==> src/rtl/fnd_pkg.sv <==
package fnd_pkg;
  localparam int unsigned NW = 16;          // integer divide width
  localparam int unsigned FW = 3;           // fractional increment width
  localparam int unsigned QA = 8;           // modulus when select = 0
  localparam int unsigned QB = 5;           // modulus when select = 1
  localparam int unsigned QMAX = (QA > QB) ? QA : QB;
  localparam int unsigned QMIN = (QA < QB) ? QA : QB;
  localparam int unsigned AW = $clog2(QMAX);
  localparam int unsigned SW = ((AW > FW) ? AW : FW) + 1;
  localparam int unsigned MAX_SUM = (QMAX - 1) + (2**FW - 1);
  localparam int unsigned XW = $clog2(MAX_SUM / QMIN + 1);

  typedef struct packed {
    logic [NW-1:0] n;
    logic [FW-1:0] nf;
    logic          sel_b;
  } ratio_t;
endpackage

==> src/rtl/fnd_ratio_regs.sv <==
module fnd_ratio_regs
  import fnd_pkg::*;
#(
  parameter int unsigned DEF_N   = 1000,
  parameter int unsigned DEF_NF  = 0,
  parameter bit          DEF_SEL = 1'b0,
  parameter int unsigned N_MIN   = 512
) (
  input  logic   clk,
  input  logic   rst,
  input  logic   en,
  input  logic   tc,
  input  logic   ld_stb,
  input  ratio_t ld_val,
  output ratio_t work_q,
  output ratio_t work_nx,
  output logic   apply
);
  localparam ratio_t DEF_R = '{n: NW'(DEF_N), nf: FW'(DEF_NF), sel_b: DEF_SEL};

  ratio_t shadow_q;
  ratio_t ld_clamped;
  logic   pend_q;

  always_comb begin
    ld_clamped = ld_val;
    if (ld_val.n < NW'(N_MIN)) ld_clamped.n = NW'(N_MIN);
  end

  assign apply   = pend_q && (tc || !en);
  assign work_nx = apply ? shadow_q : work_q;

  always_ff @(posedge clk) begin
    if (rst) begin
      shadow_q <= DEF_R;
      work_q   <= DEF_R;
      pend_q   <= 1'b0;
    end else begin
      if (apply) work_q <= shadow_q;
      if (ld_stb) begin
        shadow_q <= ld_clamped;
        pend_q   <= 1'b1;
      end else if (apply) begin
        pend_q <= 1'b0;
      end
    end
  end

  AST_LOAD_ARMS: assert property (@(posedge clk) disable iff (rst)
    ld_stb |=> pend_q);
  AST_N_FLOOR: assert property (@(posedge clk) disable iff (rst)
    work_q.n >= NW'(N_MIN));
endmodule

==> src/rtl/fnd_accum.sv <==
module fnd_accum
  import fnd_pkg::*;
(
  input  logic          clk,
  input  logic          rst,
  input  logic          en,
  input  logic          tc,
  input  logic          apply,
  input  logic [FW-1:0] nf,
  input  logic          sel_b,
  output logic [AW-1:0] acc_q,
  output logic [XW-1:0] extra
);
  logic [SW-1:0] sum;
  logic [SW-1:0] qv;
  logic [SW-1:0] wraps;
  logic [SW-1:0] acc_nx;

  assign sum    = SW'(acc_q) + SW'(nf);
  assign qv     = sel_b ? SW'(QB) : SW'(QA);
  assign wraps  = sel_b ? (sum / SW'(QB)) : (sum / SW'(QA));
  assign acc_nx = sum - wraps * qv;
  assign extra  = XW'(wraps);

  always_ff @(posedge clk) begin
    if (rst || !en) acc_q <= '0;
    else if (tc)    acc_q <= apply ? '0 : acc_nx[AW-1:0];
  end

  AST_ACC_BELOW_MOD: assert property (@(posedge clk) disable iff (rst)
    SW'(acc_q) < qv);
endmodule

==> src/rtl/fnd_count.sv <==
module fnd_count
  import fnd_pkg::*;
#(
  parameter int unsigned DEF_N = 1000
) (
  input  logic          clk,
  input  logic          rst,
  input  logic          en,
  input  logic [NW-1:0] n_next,
  input  logic [XW-1:0] extra,
  output logic          tc,
  output logic          div_pulse
);
  localparam int unsigned CW = NW + 1;

  logic [CW-1:0] cnt_q;

  assign tc = en && (cnt_q == '0);

  always_ff @(posedge clk) begin
    if (rst) begin
      cnt_q     <= CW'(DEF_N - 1);
      div_pulse <= 1'b0;
    end else if (!en) begin
      cnt_q     <= CW'(n_next) - CW'(1);
      div_pulse <= 1'b0;
    end else begin
      div_pulse <= tc;
      if (tc) cnt_q <= CW'(n_next) + CW'(extra) - CW'(1);
      else    cnt_q <= cnt_q - CW'(1);
    end
  end

  AST_PULSE_SINGLE: assert property (@(posedge clk) disable iff (rst)
    div_pulse |=> !div_pulse);
  AST_QUIET_OFF: assert property (@(posedge clk) disable iff (rst)
    !en |=> !div_pulse);
endmodule

==> src/rtl/fnd_window.sv <==
module fnd_window #(
  parameter int unsigned WIN_LEN = 128
) (
  input  logic clk,
  input  logic rst,
  input  logic en,
  input  logic tc,
  output logic comp_win
);
  localparam int unsigned LW = (WIN_LEN > 2) ? $clog2(WIN_LEN) : 1;

  logic [LW-1:0] left_q;

  always_ff @(posedge clk) begin
    if (rst || !en) begin
      left_q   <= '0;
      comp_win <= 1'b0;
    end else if (tc) begin
      left_q   <= LW'(WIN_LEN - 1);
      comp_win <= 1'b1;
    end else if (left_q != '0) begin
      left_q <= left_q - LW'(1);
    end else begin
      comp_win <= 1'b0;
    end
  end

  AST_WIN_QUIET_OFF: assert property (@(posedge clk) disable iff (rst)
    !en |=> !comp_win);
endmodule

==> src/rtl/fracn_main_div.sv <==
module fracn_main_div
  import fnd_pkg::*;
#(
  parameter int unsigned DEF_N   = 1000,
  parameter int unsigned DEF_NF  = 0,
  parameter bit          DEF_SEL = 1'b0,
  parameter int unsigned N_MIN   = 512,
  parameter int unsigned WIN_LEN = 128
) (
  input  logic          clk,
  input  logic          rst,
  input  logic          pwr_en,
  input  logic          ld_stb,
  input  logic [NW-1:0] ld_n,
  input  logic [FW-1:0] ld_nf,
  input  logic          ld_mod5,
  output logic          div_pulse,
  output logic [AW-1:0] acc_val,
  output logic          comp_win
);
  ratio_t        ld_val;
  ratio_t        work_q;
  ratio_t        work_nx;
  logic          apply;
  logic          tc;
  logic [XW-1:0] extra;
  logic [XW-1:0] extra_g;

  assign ld_val  = '{n: ld_n, nf: ld_nf, sel_b: ld_mod5};
  assign extra_g = apply ? '0 : extra;

  fnd_ratio_regs #(
    .DEF_N(DEF_N), .DEF_NF(DEF_NF), .DEF_SEL(DEF_SEL), .N_MIN(N_MIN)
  ) u_regs (
    .clk(clk), .rst(rst), .en(pwr_en), .tc(tc), .ld_stb(ld_stb),
    .ld_val(ld_val), .work_q(work_q), .work_nx(work_nx), .apply(apply)
  );

  fnd_accum u_acc (
    .clk(clk), .rst(rst), .en(pwr_en), .tc(tc), .apply(apply),
    .nf(work_q.nf), .sel_b(work_q.sel_b), .acc_q(acc_val), .extra(extra)
  );

  fnd_count #(.DEF_N(DEF_N)) u_cnt (
    .clk(clk), .rst(rst), .en(pwr_en), .n_next(work_nx.n),
    .extra(extra_g), .tc(tc), .div_pulse(div_pulse)
  );

  fnd_window #(.WIN_LEN(WIN_LEN)) u_win (
    .clk(clk), .rst(rst), .en(pwr_en), .tc(tc), .comp_win(comp_win)
  );

  AST_WIN_ON_PULSE: assert property (@(posedge clk) disable iff (rst)
    div_pulse |-> comp_win);
  AST_ACC_HOLDS: assert property (@(posedge clk) disable iff (rst)
    (pwr_en && $past(pwr_en) && !div_pulse) |-> $stable(acc_val));
endmodule

==> config.mk <==
export PLATFORM = sky130hd
export DESIGN_NAME = fracn_main_div
export DESIGN_NICKNAME = d
export VERILOG_FILES = /design/src/rtl/fnd_pkg.sv /design/src/rtl/fnd_ratio_regs.sv /design/src/rtl/fnd_accum.sv /design/src/rtl/fnd_count.sv /design/src/rtl/fnd_window.sv /design/src/rtl/fracn_main_div.sv
export SDC_FILE = /design/constraint.sdc
export NUM_CORES = 1
export LEC_CHECK = 0
export BUFFER_PORTS_ARGS = -buffer_cell sky130_fd_sc_hd__buf_2
export CORE_MARGIN = 2
export CORE_UTILIZATION = 66
export DETAILED_ROUTE_END_ITERATION = 8
export PLACE_DENSITY = 0.86
export SLEW_MARGIN = 20
export SYNTH_ARGS = -nofsm -noshare
export SYNTH_HDL_FRONTEND = slang
export SYNTH_SLANG_ARGS = --single-unit
==> constraint.sdc <==
create_clock -name clk -period 10.2 [get_ports clk]
set_clock_uncertainty 0.2 [all_clocks]
set_input_delay 0.51 -clock clk [delete_from_list [all_inputs] [get_ports clk]]
set_output_delay 0.51 -clock clk [all_outputs]
set_load 0.01 [all_outputs]
Word level (Yosys, flattened, before mapping)
Index checks and enable logic that the tools add are counted.
- bits in latches: 0
- bits in writable memories: 0
- memory bits (read-only): 0
- memories kept: 0
- register bits after elaboration: 70
- $mul: 1
- bitwise gates (word level): 1
- divide/modulo/power cells: 1
- add/subtract/negate cells: 7
- shift operators: 0
- order comparisons: 1
- muxes and demuxes: 14
- reductions and logical operators: 10
- equality and inequality tests: 1
- operator list (cell ; count):
    17-bit two-way mux ; 2
    17-bit by 1-bit subtractor with 17-bit output, second input constant ; 2
    20-bit two-way mux ; 1
    16-bit by 2-bit adder with 17-bit output ; 1
    17-bit logical NOT ; 1
    16-bit by 1-bit subtractor with 17-bit output, second input constant ; 1
    16-bit by 10-bit < comparator with 1-bit output, second input constant ; 1
    16-bit two-way mux ; 1
    7-bit two-way mux ; 2
    4-bit two-way mux ; 2
    7-bit nonzero test ; 1
    7-bit by 1-bit subtractor with 7-bit output, second input constant ; 1
    3-bit by 3-bit adder with 4-bit output ; 1
    4-bit by 3-bit divider with 4-bit output, second input constant ; 1
    4-bit by 4-bit multiplier with 3-bit output ; 1
    1-bit two-way mux ; 4
    2-bit nonzero test ; 2
    3-bit two-way mux ; 1
    3-bit subtractor ; 1
    1-bit logical AND ; 2
    1-bit logical OR ; 2
    2-bit two-way mux ; 1
    2-bit inequality test, second input constant ; 1
    2-bit OR reduction ; 1
    other kinds (2) ; 2

Logic depth before layout (Yosys ltp)
Gate-level depths: netlist of run 1.
- word-level depth: 9
- mapped depth: 20
- depth with buffers taken out: 19

By module
From an unflattened synthesis of run 1, not the netlist that was laid out.
- cells, all modules: 564
- area total of the unflattened synthesis: 4669.5 um^2
- by module, submodules not included (module ; times used ; cells each ; area each (um^2)):
    fnd_count ; 1 ; 281 ; 2179.6
    fnd_ratio_regs ; 1 ; 186 ; 1650.3
    fnd_accum ; 1 ; 48 ; 420.4
    fnd_window ; 1 ; 47 ; 406.6
    fracn_main_div ; 1 ; 2 ; 12.5

Worst setup path after synthesis of run 1
Ideal clock, no wire load.
- kind: register to register
- start: register u_cnt.cnt_q[0]
- end: register u_cnt.cnt_q[16]
- cell stages (with the launch flop): 19
- period minus slack after synthesis: 4.056 ns
- arrival time: 3.732 ns
- setup slack: 6.144 ns
- cell sequence: dfxtp_1 inv_1 ha_1 nor4b_2 nand4_4 a21boi_4 buf_6 buf_6 mux2i_1 ha_1 inv_1 ha_1 a211o_1 a31o_2 o211ai_1 nand3_1 a21oi_1 a211o_1 o211ai_2
- word-level cells in the longest chain between the ends: 9
- ends and longest elaborated chain (what ; RTL line ; RTL):
    start: declaration ; fnd_count.sv:16 ; logic [CW-1:0] cnt_q;
    start signal: assignment ; fnd_count.sv:22 ; cnt_q <= CW'(DEF_N - 1);
    start signal: assignment ; fnd_count.sv:25 ; cnt_q <= CW'(n_next) - CW'(1);
    start signal: assignment ; fnd_count.sv:29 ; if (tc) cnt_q <= CW'(n_next) + CW'(extra) - CW'(1);
    17-bit logical NOT ; fnd_count.sv:18 ; assign tc = en && (cnt_q == '0);
    1-bit logical AND ; fnd_count.sv:18 ;
    1-bit logical OR ; fnd_ratio_regs.sv:30 ; assign apply = pend_q && (tc || !en);
    1-bit logical AND ; fnd_ratio_regs.sv:30 ;
    20-bit two-way mux or 2-bit two-way mux (tied branches) ; fnd_ratio_regs.sv:31, fracn_main_div.sv:30 ;
    16-bit by 2-bit adder with 17-bit output ; fnd_count.sv:29 ;
    17-bit by 1-bit subtractor with 17-bit output ; fnd_count.sv:29 ;
    17-bit two-way mux ; fnd_count.sv:29 ;
    17-bit two-way mux * ; fnd_count.sv:24 ; end else if (!en) begin
Mark *: on every way between the ends. The rest lies on a longest branch, timed or not.
A chain may end at the register's enable or synchronous reset.

Worst setup path in the final report of run 1
- start: register u_cnt.cnt_q[0]
- end: register u_cnt.cnt_q[13]
The elaborated chain is that of the path after synthesis.

==> reports/metrics.yaml, run 1 <==
power:
  power.total_w: 0.000705
  switchingPower_w: 0.000195
  p_per_area_mw_per_mm2: 146
  power.share.sequential_pct: 42.8
  power_leakage_nw: 2.08
  comb_power_share_pct: 19.2
  vdd_drop_max_mv: 0.106
  p_sw_share_pct: 27.7
  clock_power_share_pct: 38.0
  p_int_w: 0.000510
hold_path:
  hold_class: "in -> reg"
  hold_depth: 2
synthesis:
  syn_nets: 579
  avgSynthCellArea_sq_um: 8.65
  synth-seq-cells: 70
  synth_cell_types: 63
  synthTopCellsByArea: "dfxtp_1, ha_1, mux2i_1"
  synth_ff_type: "dfxtp_1"
  yosysSeqAreaShare_pct: 31.5
  yosysTopAreaCell: "dfxtp_1"
  synth-async-reset-ratio_pct: 0
  synth-edff-count: 0
  ys_warn_count: 0
  synthCells: 514
  synth_top_area_share_pct: 31.5
  syn-cell-area_sq_mm: 0.00445
finish:
  mostFrequentLayoutCells: "dfxtp_1, nor2_1, nand2_1"
  antenna_cells: 0
  areaGrowthSynthToFinish_pct: 8.69
  nNetsFinal: 599
  layout_commonest_cell: "dfxtp_1"
  drive_above_1_share_pct: 10.2
  fin_area_sq_mm: 0.00483
place:
  dpl_cell_area_sq_mm: 0.00459
  dp_hpwl_um: 7230
  port_buffers: 28
  gp_congestion: 0.949
floorplanning:
  start_util_pct: 69.2
  core_area_sq_mm: 0.00642
  die_h_um: 86.1
  die_w_um: 86.1
  ios: 29
  num_rows: 29
  die_area_sq_mm: 0.00741
cts:
  path_clk_slew_ps: 80
  cts_setup_buffers: 0
  post_cts_resized: 0
  numCtsBuffers: 9
  htreeDepth: 3
  insertion_delay_ps: 350
  cts_root_buf: "clkbuf_8"
  clock_sinks: 70
  cts_hold_buf: 0
  cts_tree: "done"
  ctsLongestPathBuffers: 2
setup_path:
  cpLargestDelayFamily: "simple AND/OR/NAND/NOR gates"
  reg2reg_depth: 12
  max_stage_delay_ps: 690
  crit_chain: "inv_1 > ha_1 > nor4b_2 > nand4_4 > a21boi_4 > mux2i_1 > ha_1 > or4b_2 > nor3b_1 > o211ai_1 > xnor2_1 > o31ai_1"
  worst_ep_required_time_ps: 10250
  cp.buffers_inverters: 1
  cp.arrival_ps: 5030
  critPathCaptureType: "flip-flop"
  slowest_stage: "a21boi_4"
  critPathLaunchType: "flip-flop"
  crit_path_frequent_cell: "ha_1"
  cp.depth: 12
  critPathMaxFanout: 21
  criticalPathCategory: "reg -> reg"
grt:
  antenna_found_initial: 0
  grt_pass1_vias: 3711
  grt_max_degree: 46
  grt_first_pass_wirelength_um: 17000
  grt_usage_pct: 28.7
  gr-total-overflow: 0
detailed_routing:
  initialDrtViolationCount: 255
  wire_per_inst_um: 16.0
  drc: 0
  drtAntennaViolNets: 0
  via_count: 3750
  drtPass1Iterations: 4
  wl_um: 9870
  viasPerCell: 6.09
sta:
  hold_ws_ps: 176
  setup_viol: 0
  fin_crit_sh_pct: 48.8
  slew_headroom_pct: 46.5
  fmax_ghz: 0.201
  worstMarginPinSlew_ps: 803
  tns_ps: 0
  period_minus_slack_ps: 4980
  rsz0062_at_grt: "false"
  hold_viol_final: 0
  slew_viol_final: 0
job:
  cap_viol_max_count: 0
run_status:
  status: "finished, final reports clean"
## cell usage after synthesis (all sizes together), types with 5 or more instances
| cell type | n |
|---|---|
| dfxtp | 70 |
| nor2 | 53 |
| nand2 | 48 |
| ha | 38 |
| inv | 35 |
| a21oi | 33 |
| mux2i | 29 |
| xnor2 | 24 |
| xor2 | 24 |
| o211ai | 17 |
| o21ai | 17 |
| nor3 | 16 |
| clkbuf | 14 |
| nand3 | 8 |
| nor2b | 6 |
| a221o | 5 |
| a22oi | 5 |
| buf | 5 |
| nand4 | 5 |
| nor4 | 5 |
| or3 | 5 |
## power by group through the flow
stage               sequential [W]  combinational (W)  clock (W)
global placement          0.000307           0.000127          0
global route              0.000304           0.000153   0.000282
finish                    0.000302           0.000135   0.000268
floorplan                 0.000304           0.000107          0
detailed placement        0.000308           0.000132          0
CTS                       0.000301           0.000134   0.000270
## registers in the layout (all words and copies together), names as in the netlist
signal           cells
u_regs.work_q       20
u_regs.shadow_q     20
u_cnt.cnt_q         17
u_cnt.div_pulse      1
u_win.left_q         7
u_win.comp_win       1
u_regs.pend_q        1
u_acc.acc_q          3
## metrics by stage
stage	cells	util, %	setup WS (ps)
floorplan	514	-	6140
global placement	600	71.5	5570
detailed placement	600	71.5	5370
CTS	616	75.3	5280
global route	616	75.3	4900
finish	616	75.3	5220
## logic make-up (layout without fill, tap and decap cells)
family / Yosys count / count (layout) / share of synthesized area (%)
compound gates: 107 / 107 / 16.7
xor+xnor: 48 / 48 / 9.45
fa+ha+maj: 42 / 42 / 12.3
buf+inv: 54 / 79 / 4.95
flops: 70 / 70 / 31.5
mux: 30 / 30 / 6.78
simple gates: 163 / 163 / 18.3
## worst paths after layout
check | from | to | slack [ps]
max | u_cnt.cnt_q[0]$_SDFF_PP1_ | u_cnt.cnt_q[13]$_SDFF_PP0_ | 5220
min | ld_n[3] | u_regs.shadow_q[7]$_SDFFE_PP1P_ | 180
max reg2reg | u_cnt.cnt_q[0]$_SDFF_PP1_ | u_cnt.cnt_q[13]$_SDFF_PP0_ | 5220
min reg2reg | u_regs.shadow_q[1]$_SDFFE_PP0P_ | u_regs.work_q[1]$_SDFFE_PP0P_ | 270
## layer usage
metal,vias to the layer above,wire [um],global-route usage [%]
met1,1762,4280,37.1
met4,0,279,12.0
met2,120,4650,46.5
met3,29,658,5.97
li1,1839,-,-
met5,-,0,0
## final cells by class
| class | count | area, sq um |
|---|---|---|
| clock buffer | 11 | 131 |
| clock inverter | 5 | 108 |
| fill | 463 | 1590 |
| inverter | 35 | 131 |
| multi-input combinational | 390 | 2830 |
| sequential | 70 | 1400 |
| tap | 77 | 96.3 |
| timing repair buffer | 28 | 140 |
No activity file was read; power rests on OpenSTA's default activity.
==> inputs of run 2 (changes only) <==
CORE_UTILIZATION = 61   (was 66)
PLACE_DENSITY = 0.8   (was 0.86)
clock period = 5 ns   (was 10.2 ns; I/O delays follow)
==> run 2 against run 1 <==
Against the previous run: non-clock buffer count is 27 higher; global-route usage is 0.38 points higher; sequential cell count stayed put.
==> reports/metrics.yaml, run 2 (synthesized netlist as in run 1, its figures left out) <==
setup_path:
  cp.arrival_ps: 4510
  cp.buffers_inverters: 3
  worst_ep_required_time_ps: 5000
  crit_chain: "inv_1 > ha_1 > nor4b_2 > nand4_4 > a21boi_4 > mux2i_1 > ha_1 > inv_1 > ha_1 > inv_1 > fa_1 > o21bai_1 > nand2_1 > o211ai_1 > a21bo_2 > xnor2_1 > o211ai_1 > o31ai_1"
  critPathLaunchType: "flip-flop"
  r2r_slack_ps: 490
  slowest_stage: "mux2i_1"
  cpLargestDelayFamily: "compound AO/OA/AOI/OAI gates"
  criticalPathCategory: "reg -> reg"
  crit_start: "u_cnt.cnt_q[0]$_SDFF_PP1_"
  critPathMaxFanout: 7
  reg2reg_from: "u_cnt.cnt_q[0]$_SDFF_PP1_"
  max_stage_delay_ps: 400
  critPathCaptureType: "flip-flop"
cts:
  htreeDepth: 3
  cts_root_buf: "clkbuf_8"
  insertion_delay_ps: 350
  path_clk_slew_ps: 80
  cts_setup_buffers: 0
  numCtsBuffers: 9
  clock_sinks: 70
  ctsLongestPathBuffers: 2
  cts_tree: "done"
detailed_routing:
  wl_um: 10900
  viasPerCell: 5.73
  wire_per_inst_um: 16.4
  drtAntennaViolNets: 0
  drc: 0
  initialDrtViolationCount: 175
  drtPass1Iterations: 4
  via_count: 3808
sta:
  hold_viol_final: 0
  rsz0062_at_grt: "false"
  tns_ps: 0
  setup_viol: 0
  slew_viol_final: 0
  slew_headroom_pct: 45.1
  timing.final.ws_setup_ps: 494
  period_minus_slack_ps: 4510
  worstMarginPinSlew_ps: 824
  fmax_ghz: 0.222
  fin_crit_sh_pct: 90.1
run_status:
  status: "finished, final reports clean"
floorplanning:
  core_area_sq_mm: 0.00714
  die_h_um: 89.4
  start_util_pct: 62.3
  die_w_um: 89.4
  die_area_sq_mm: 0.00799
  ios: 29
  num_rows: 31
grt:
  grt_max_degree: 46
  grt_usage_pct: 29.1
  gr-total-overflow: 0
  grt_first_pass_wirelength_um: 17800
  grt_pass1_vias: 3654
  antenna_found_initial: 0
finish:
  reg_top3: "u_regs.shadow_q: 20 flops, u_regs.work_q: 20 flops, u_cnt.cnt_q: 17 flops"
  areaGrowthSynthToFinish_pct: 14.6
  nNetsFinal: 626
  layout_commonest_cell: "dfxtp_1"
  antenna_cells: 0
  fillers: 562
  mostFrequentLayoutCells: "dfxtp_1, nor2_1, nand2_1"
  drive_above_1_share_pct: 11.1
power:
  p_per_area_mw_per_mm2: 281
  power_leakage_nw: 2.19
  vdd_drop_max_mv: 0.215
place:
  dp_hpwl_um: 7610
  gp_congestion: 0.897
  port_buffers: 28
  dpl_worst_slack_ps: 575
hold_path:
  hold_class: "in -> reg"
  holdCritStartpoint: "ld_stb"
job:
  cap_viol_max_count: 0
-- run 2: cell types whose count changed in the layout (fill, tap and decap cells not counted) --
cell	previous run	this run
clkbuf_8	9	10
inv_6	0	1
buf_4	0	7
clkinvlp_4	0	1
bufinv_16	3	2
clkbuf_1	2	1
dlygate4sd3_1	0	20
clkinv_2	0	1
clkinv_4	2	0
-- run 2: metal layers --
metal	GRT usage (%)	up-vias	wire length, um
met4	7.87	0	170
met5	0	-	0
met1	39.1	1768	4890
li1	-	1895	-
met3	5.82	18	552
met2	47.7	127	5290
-- run 2: path summary, 6_finish.rpt --
kind	to	depth (start not counted)
setup / recovery	u_cnt.cnt_q[13]$_SDFF_PP0_	18
hold reg to reg	u_regs.work_q[3]$_SDFFE_PP0P_	2
hold / removal	u_regs.shadow_q[1]$_SDFFE_PP0P_	3
setup reg to reg	u_cnt.cnt_q[13]$_SDFF_PP0_	18
-- run 2: where the power goes --
| part | internal, W | switching (W) | total (W) | leakage [nW] |
|---|---|---|---|---|
| Clock | 0.000296 | 0.000223 | 0.000519 | 0.110 |
| Combinational | 0.000131 | 0.000167 | 0.000298 | 1.51 |
| Sequential | 0.000588 | 0.0000268 | 0.000615 | 0.572 |
| Total | 0.00102 | 0.000416 | 0.00143 | 2.19 |
-- run 2: tightest hold or removal path: stages --
cell	delay, ps
buf_2	210
mux2i_1	150
nor2_1	70
-- run 2: final cells by class --
| type | instances | area (sq um) | area share [%] |
|---|---|---|---|
| Clock buffer | 11 | 141 | 2.77 |
| Clock inverter | 5 | 81.3 | 1.60 |
| Inverter | 35 | 131 | 2.58 |
| Multi-Input combinational cell | 390 | 2830 | 55.4 |
| Sequential cell | 70 | 1400 | 27.5 |
| Tap cell | 99 | 124 | 2.43 |
| Timing Repair Buffer | 55 | 393 | 7.71 |
-- run 2: what timing repair did --
action	CTS	global route
resized for setup	0	0
hold buffers	20	0
endpoints found under the hold margin	20	0
-- run 2: through the flow --
step / instance area [sq um] / instances / hold slack (ps) / power, W / utilization (%)
global route: 5100 / 665 / 178 / 0.00150 / 71.4
detailed placement: 4670 / 629 / 257 / 0.000901 / 65.5
global placement: 4670 / 629 / 253 / 0.000889 / 65.5
finish: 5100 / 665 / 181 / 0.00143 / 71.4
CTS: 5100 / 665 / 164 / 0.00142 / 71.4
floorplan: 4450 / 514 / 184 / 0.000839 / -
